[src/rtl/dbs_pkg.sv]
package dbs_pkg;
  typedef enum logic [1:0] {
    ST_IDLE  = 2'd0,
    ST_GATE  = 2'd1,
    ST_CALC  = 2'd2,
    ST_ISSUE = 2'd3
  } dbs_state_e;
endpackage

[src/rtl/dbs_limits.sv]
module dbs_limits #(
  parameter int CFG_W    = 8,
  parameter int RX_DEPTH = 64,
  parameter int TX_DEPTH = 32
) (
  input  logic             to_mem,
  input  logic [CFG_W-1:0] rd_burst,
  input  logic [CFG_W-1:0] wr_burst,
  input  logic [CFG_W-1:0] rx_txn,
  input  logic [CFG_W-1:0] tx_txn,
  output logic [CFG_W-1:0] txn_eff,
  output logic [CFG_W-1:0] burst_eff
);
  // index 0 = transmit side, index 1 = receive side
  logic [CFG_W-1:0] txn_c [2];
  logic [CFG_W-1:0] bst_c [2];

  for (genvar d = 0; d < 2; d++) begin : g_dir
    localparam int DEPTH = (d == 1) ? RX_DEPTH : TX_DEPTH;
    localparam logic [CFG_W-1:0] DEPTH_V = CFG_W'(DEPTH);
    logic [CFG_W-1:0] raw_txn;
    logic [CFG_W-1:0] raw_bst;
    logic [CFG_W-1:0] cl_txn;
    logic [CFG_W-1:0] cl_bst;

    assign raw_txn = (d == 1) ? rx_txn : tx_txn;
    assign raw_bst = (d == 1) ? wr_burst : rd_burst;

    always_comb begin
      if (raw_txn == '0)          cl_txn = CFG_W'(1);
      else if (raw_txn > DEPTH_V) cl_txn = DEPTH_V;
      else                        cl_txn = raw_txn;

      if (raw_bst == '0)          cl_bst = CFG_W'(1);
      else if (raw_bst > DEPTH_V) cl_bst = DEPTH_V;
      else                        cl_bst = raw_bst;
    end

    assign txn_c[d] = cl_txn;
    assign bst_c[d] = (cl_bst > cl_txn) ? cl_txn : cl_bst;
  end

  assign txn_eff   = to_mem ? txn_c[1] : txn_c[0];
  assign burst_eff = to_mem ? bst_c[1] : bst_c[0];
endmodule

[src/rtl/dbs_gate.sv]
module dbs_gate #(
  parameter int LEN_W = 16,
  parameter int CFG_W = 8
) (
  input  logic             to_mem,
  input  logic [LEN_W-1:0] remaining,
  input  logic [CFG_W-1:0] txn_eff,
  input  logic [CFG_W-1:0] rx_level,
  input  logic             rx_eof,
  input  logic [CFG_W-1:0] tx_free,
  output logic             go,
  output logic [CFG_W-1:0] txn_len
);
  logic [CFG_W-1:0] full_len;
  logic [CFG_W-1:0] flush_len;

  always_comb begin
    if (remaining < LEN_W'(txn_eff)) full_len = CFG_W'(remaining);
    else                             full_len = txn_eff;

    if (remaining < LEN_W'(rx_level)) flush_len = CFG_W'(remaining);
    else                              flush_len = rx_level;
  end

  always_comb begin
    go      = 1'b0;
    txn_len = full_len;
    if (to_mem) begin
      if (rx_level >= txn_eff) begin
        go = 1'b1;
      end else if (rx_eof && (rx_level != '0)) begin
        go      = 1'b1;
        txn_len = flush_len;
      end
    end else begin
      go = (tx_free >= full_len);
    end
  end
endmodule

[src/rtl/dbs_burst_calc.sv]
module dbs_burst_calc #(
  parameter int ADDR_W      = 32,
  parameter int CFG_W       = 8,
  parameter int BOUND_BYTES = 1024
) (
  input  logic [ADDR_W-1:0] addr,
  input  logic [CFG_W-1:0]  txn_rem,
  input  logic [CFG_W-1:0]  burst_eff,
  output logic [CFG_W-1:0]  blen
);
  localparam int OFF_W = $clog2(BOUND_BYTES);
  localparam int CW    = ((CFG_W > OFF_W) ? CFG_W : OFF_W) + 1;

  logic [CW-1:0]    room;
  logic [CFG_W-1:0] m1;

  assign room = CW'(BOUND_BYTES / 4) - CW'(addr[OFF_W-1:2]);

  always_comb begin
    m1 = (txn_rem < burst_eff) ? txn_rem : burst_eff;
    if (CW'(m1) < room) blen = m1;
    else                blen = CFG_W'(room);
  end
endmodule

[src/rtl/dma_burst_splitter.sv]
module dma_burst_splitter #(
  parameter int ADDR_W      = 32,
  parameter int LEN_W       = 16,
  parameter int CFG_W       = 8,
  parameter int RX_DEPTH    = 64,
  parameter int TX_DEPTH    = 32,
  parameter int BOUND_BYTES = 1024
) (
  input  logic              clk,
  input  logic              rst_n,
  input  logic              start,
  input  logic              to_mem,
  input  logic [ADDR_W-1:0] start_addr,
  input  logic [LEN_W-1:0]  length,
  input  logic [CFG_W-1:0]  cfg_rd_burst,
  input  logic [CFG_W-1:0]  cfg_wr_burst,
  input  logic [CFG_W-1:0]  cfg_rx_txn,
  input  logic [CFG_W-1:0]  cfg_tx_txn,
  input  logic [CFG_W-1:0]  rx_level,
  input  logic              rx_eof,
  input  logic [CFG_W-1:0]  tx_free,
  output logic              req_valid,
  input  logic              req_ready,
  output logic [ADDR_W-1:0] req_addr,
  output logic [CFG_W-1:0]  req_len,
  output logic              req_write,
  output logic              busy,
  output logic              done
);
  import dbs_pkg::*;

  dbs_state_e       state_q, state_d;
  logic [ADDR_W-1:0] addr_q, addr_d;
  logic [LEN_W-1:0]  rem_q, rem_d;
  logic [CFG_W-1:0]  trem_q, trem_d;
  logic [CFG_W-1:0]  len_q, len_d;
  logic              done_q, done_d;

  logic              cfg_en;
  logic              dir_q;
  logic [CFG_W-1:0]  rdb_q, wrb_q, rxt_q, txt_q;

  logic [CFG_W-1:0]  txn_eff, burst_eff;
  logic              gate_go;
  logic [CFG_W-1:0]  gate_len;
  logic [CFG_W-1:0]  calc_len;
  logic [ADDR_W-1:0] step;

  dbs_limits #(
    .CFG_W   (CFG_W),
    .RX_DEPTH(RX_DEPTH),
    .TX_DEPTH(TX_DEPTH)
  ) u_limits (
    .to_mem   (dir_q),
    .rd_burst (rdb_q),
    .wr_burst (wrb_q),
    .rx_txn   (rxt_q),
    .tx_txn   (txt_q),
    .txn_eff  (txn_eff),
    .burst_eff(burst_eff)
  );

  dbs_gate #(
    .LEN_W(LEN_W),
    .CFG_W(CFG_W)
  ) u_gate (
    .to_mem   (dir_q),
    .remaining(rem_q),
    .txn_eff  (txn_eff),
    .rx_level (rx_level),
    .rx_eof   (rx_eof),
    .tx_free  (tx_free),
    .go       (gate_go),
    .txn_len  (gate_len)
  );

  dbs_burst_calc #(
    .ADDR_W     (ADDR_W),
    .CFG_W      (CFG_W),
    .BOUND_BYTES(BOUND_BYTES)
  ) u_calc (
    .addr     (addr_q),
    .txn_rem  (trem_q),
    .burst_eff(burst_eff),
    .blen     (calc_len)
  );

  assign step = ADDR_W'({len_q, 2'b00});

  // next-state logic
  always_comb begin
    state_d = state_q;
    addr_d  = addr_q;
    rem_d   = rem_q;
    trem_d  = trem_q;
    len_d   = len_q;
    done_d  = 1'b0;
    cfg_en  = 1'b0;
    unique case (state_q)
      ST_IDLE: begin
        if (start) begin
          cfg_en = 1'b1;
          addr_d = {start_addr[ADDR_W-1:2], 2'b00};
          rem_d  = length;
          if (length == '0) done_d  = 1'b1;
          else              state_d = ST_GATE;
        end
      end
      ST_GATE: begin
        if (gate_go) begin
          trem_d  = gate_len;
          state_d = ST_CALC;
        end
      end
      ST_CALC: begin
        len_d   = calc_len;
        state_d = ST_ISSUE;
      end
      ST_ISSUE: begin
        if (req_ready) begin
          addr_d = addr_q + step;
          rem_d  = rem_q - LEN_W'(len_q);
          trem_d = trem_q - len_q;
          if (rem_q == LEN_W'(len_q)) begin
            done_d  = 1'b1;
            state_d = ST_IDLE;
          end else if (trem_q == len_q) begin
            state_d = ST_GATE;
          end else begin
            state_d = ST_CALC;
          end
        end
      end
      default: state_d = ST_IDLE;
    endcase
  end

  // working registers
  always_ff @(posedge clk or negedge rst_n) begin
    if (!rst_n) begin
      state_q <= ST_IDLE;
      addr_q  <= '0;
      rem_q   <= '0;
      trem_q  <= '0;
      len_q   <= '0;
      done_q  <= 1'b0;
    end else begin
      state_q <= state_d;
      addr_q  <= addr_d;
      rem_q   <= rem_d;
      trem_q  <= trem_d;
      len_q   <= len_d;
      done_q  <= done_d;
    end
  end

  // configuration captured at start
  always_ff @(posedge clk or negedge rst_n) begin
    if (!rst_n) begin
      dir_q <= 1'b0;
      rdb_q <= '0;
      wrb_q <= '0;
      rxt_q <= '0;
      txt_q <= '0;
    end else if (cfg_en) begin
      dir_q <= to_mem;
      rdb_q <= cfg_rd_burst;
      wrb_q <= cfg_wr_burst;
      rxt_q <= cfg_rx_txn;
      txt_q <= cfg_tx_txn;
    end
  end

  assign req_valid = (state_q == ST_ISSUE);
  assign req_addr  = addr_q;
  assign req_len   = len_q;
  assign req_write = dir_q;
  assign busy      = (state_q != ST_IDLE);
  assign done      = done_q;
endmodule

[config.mk]
export PLATFORM = sky130hd
export DESIGN_NAME = dma_burst_splitter
export DESIGN_NICKNAME = d
export VERILOG_FILES = /design/src/rtl/dbs_pkg.sv /design/src/rtl/dbs_limits.sv /design/src/rtl/dbs_gate.sv /design/src/rtl/dbs_burst_calc.sv /design/src/rtl/dma_burst_splitter.sv
export SDC_FILE = /design/constraint.sdc
export NUM_CORES = 1
export LEC_CHECK = 0
export ABC_AREA = 0
export BUFFER_PORTS_ARGS = -buffer_cell sky130_fd_sc_hd__buf_2
export CORE_UTILIZATION = 52
export CTS_CLUSTER_SIZE = 20
export DETAILED_ROUTE_END_ITERATION = 8
export PLACE_DENSITY = 0.83
export SLEW_MARGIN = 0
export SYNTH_ARGS = -nofsm -noshare
export SYNTH_HDL_FRONTEND = slang
export SYNTH_HIERARCHICAL = 1
export SYNTH_SLANG_ARGS = --single-unit
[constraint.sdc]
create_clock -name clk -period 5.1 [get_ports clk]
set_input_delay 0.255 -clock clk [delete_from_list [all_inputs] [get_ports clk]]
set_output_delay 0.255 -clock clk [all_outputs]
set_load 0.01 [all_outputs]
==> summary.txt <==
Critical path
  • Startpoint Class: register
  • Critical path class: reg2reg
  • Critical Path RT: 5.37 ns
  • CP Capture Type: register
  • Arrival @ worst endpoint: 5.81 ns
  • R2R cell count: 27
  • Critical path fanouts, max: 6

Global route
  • Met2 Use GR: 48.9%
  • Vias in the first global route: 8149
  • Met1 usage: 37.5%
  • Initial antenna violation count: 0
  • GRT busiest layer: met2
  • Met3 Use GR: 3.98%
  • Largest net degree at the start of global routing: 65
  • Total track usage: 29.1%
  • Gr ovfl total: 0
  • First-pass GRT wire length: 38.8 mm

Floorplanning
  • Die area: 17000 um^2
  • Core area: 15900 um^2
  • Chip Height: 130 um
  • # rows: 46
  • Io pins: 146
  • Die W: 130 um
  • Initial Util: 53.6%

Synth
  • Synth top area share: 28.7%
  • Top cells by area, synth: dfrtp_1 29%, ha_1 13%, a21oi_1 5.0%
  • Synth Cell Area: 8550 um^2
  • Post-synth EDFFs: 0
  • Count leader, synth: dfrtp_1
  • Syn_area_per_cell: 8.69 um^2
  • Post-synthesis register bit count: 98
  • Cell taking the most area after synthesis: dfrtp_1
  • Main synth FF type: dfrtp_1
  • Ys Warns: 6
  • Sequential share of the synthesized area: 28.7%
  • Cells after Synth: 984
  • Ys async rst share: 100%
  • Synth top cells by count: 98 x dfrtp_1, 93 x nand2_1, 88 x ha_1
  • Yosys cell types: 85

Worst hold path
  • HP Class: in2reg
  • Hold Crit Depth: 2

Clock network
  • Clock latency on the worst-skew pair: 0.36 ns
  • Clk slew on worst S/H paths: 0.08 ns
  • TritonCTS buffer count: 9
  • Htree depth: 3
  • CTS tree: yes
  • Clock root buffer: clkbuf_16
  • Clock Path Buffers: 2
  • TritonCTS Sinks: 98

Cells and area
  • Non-filler instance count after layout: 1410
  • Antenna Cells: 0
  • Design Area, Final: 10600 um^2
  • Final net count: 1382
  • Area grow syn2layout: 24.2%
  • Filler cells: 1259
  • Share of post-route cells with drive strength above 1: 30.6%

Drt
  • Vias: 8547
  • 1st-iter DRT viols: 755
  • Vias per inst: 6.06
  • WL per Instance: 17.7 um
  • Final wirelength: 24.9 mm
  • Drt drc: 0
  • DR pass1 iterations: 6
  • Post-DRT Antenna Nets: 0

Timing
  • Post-layout worst setup margin: -0.437 ns
  • Hold_ws: 0.124 ns
  • Clk_skew: 0.0138 ns
  • RSZ-0062 raised after global routing: yes
  • FMAX: 0.181 GHz
  • Worst slew margin: 25.9%
  • Final slew viol count: 0
  • Actual slew at the worst max-slew pin: 1.11 ns
  • Hold Vio Cnt, Final: 0
  • Crit path time final: 5.54 ns
  • Tcrit/Tclk final: 109%
  • Final setup fails: 8

Job
  • Max cap viols: 0

Power
  • Switching Fraction: 48.8%
  • Static Leakage: 4.84 nW
  • Peak supply drop: 0.341 mV
  • P_int: 4.45 mW
  • Sequential power share: 19.3%
  • Power per Cell Area: 817 nW/um^2
  • Total power: 8.68 mW
  • Clock share of power: 8.5%
  • Switching pwr: 4.23 mW
  • Logic pwr share: 72.2%

Placed design
  • Routability congestion estimate: 0.935
  • Inst Count DP: 1375
  • HPWL after detailed placement: 17.9 mm
  • Instance area at placement: 9880 um^2
  • IO Port Bufs: 141
  • DP Worst Slack: -0.475 ns

Outcome
  • Status: complete, but fails checks
  • Violated checks: setup timing
path summary, 6_finish.rpt:
path,startpoint,endpoint,slack (ns)
max,wrb_q[1],req_len[3],-0.44
min,cfg_rd_burst[5],rdb_q[5],0.12
max reg2reg,wrb_q[1],req_len[3],-0.44
min reg2reg,rdb_q[5],rdb_q[5],0.51
max in group asynchronous,rst_n,wrb_q[0],3.52
min in group asynchronous,rst_n,req_len[5],0.47
placed cells by master (no fill, tap or decap), drive strengths merged, types with 11 or more instances in the layout:
master / instances
mux2i: 26
buf: 228
inv: 58
dfrtp: 98
nand3: 14
o22ai: 15
nor2b: 15
a211oi: 12
mux2: 38
ha: 88
nor4: 27
o21ai: 66
and2: 21
nand2: 95
clkbuf: 11
and3: 16
nor3: 30
nor2: 59
nand4: 15
a21oi: 93
cell type report:
cell class | instances | area (um^2) | area share [%]
clock buffers | 11 | 243 | 2.29
clock inverters | 5 | 72.6 | 0.683
inverters | 59 | 236 | 2.23
multi-input cells | 792 | 5960 | 56.1
flip-flops and latches | 98 | 2450 | 23.1
well taps | 216 | 270 | 2.55
repair buffers | 229 | 1380 | 13.0
what timing repair did:
action,4_1_cts,5_1_grt
cloned,1,0
buffers inserted,13,5
endpoints found under the hold margin,49,0
hold buffers,1,0
pin swaps,28,26
setup endpoints to repair,8,9
resized for setup,37,24
power groups by stage:
stage | Sequential, mW | Clock, mW | Combinational [mW]
after floorplan | 1.60 | 0 | 3.77
after global placement | 1.64 | 0 | 5.17
after detailed placement | 1.66 | 0 | 5.38
after CTS | 1.65 | 0.745 | 5.90
after global routing | 1.73 | 0.769 | 6.84
final | 1.68 | 0.741 | 6.26
sequential cells by signal, indices dropped and copies added, names as in the netlist:
| name | flops |
|---|---|
| rdb_q | 8 |
| rxt_q | 8 |
| state_q | 2 |
| req_len | 8 |
| done | 1 |
| req_write | 1 |
| rem_q | 16 |
| req_addr | 30 |
| wrb_q | 8 |
| trem_q | 8 |
| txt_q | 8 |
metrics by stage:
step / TNS, ns / util (%)
4_1_cts: -1.85 / 65.6
6_report: -3.13 / 66.6
3_5_place_dp: -3.42 / 62.0
3_3_place_gp: -1.48 / 62.0
5_1_grt: -5.60 / 66.6
2_1_floorplan: -0.227 / -
cells by family after synthesis:
family	Yosys count	share of synthesized area (%)
muxes	64	8.14
DFF	98	28.7
xor gates and xnor gates	20	2.05
AOI/OAI and AO/OA	277	21.8
other	3	0.132
adders and majority gates	91	13.6
buffers and inverters	102	5.42
and+or+nand+nor	329	20.2
critical path: stages, from the launching register on:
cell and delay (ns):
dfrtp_1 0.40, or4_4 0.56, nor2_4 0.10, o21ai_2 0.07, ha_2 0.31, nand4_1 0.15, nor2_4 0.19, a211o_1 0.21
a21oi_2 0.08, nor4_2 0.29, inv_1 0.14, ha_4 0.29, nand4_1 0.18, buf_4 0.20, nor2_4 0.17, a21oi_4 0.11
a21oi_2 0.20, inv_2 0.07, ha_4 0.26, and3_4 0.18, o21ai_2 0.07, a21boi_2 0.16, o32ai_2 0.12, a311oi_4 0.36
buf_6 0.19, mux2i_1 0.20, nand2_1 0.08, o21ai_0 0.12
layer usage:
metal / wire (um) / share of wire (%) / up-vias
met1: 10500 / 42 / 4034
met3: 1760 / 7.1 / 59
met2: 11900 / 48 / 394
met5: 0 / 0 / -
met4: 777 / 3.1 / 0
li1: - / - / 4060
Power figures use the tool's default switching activity.
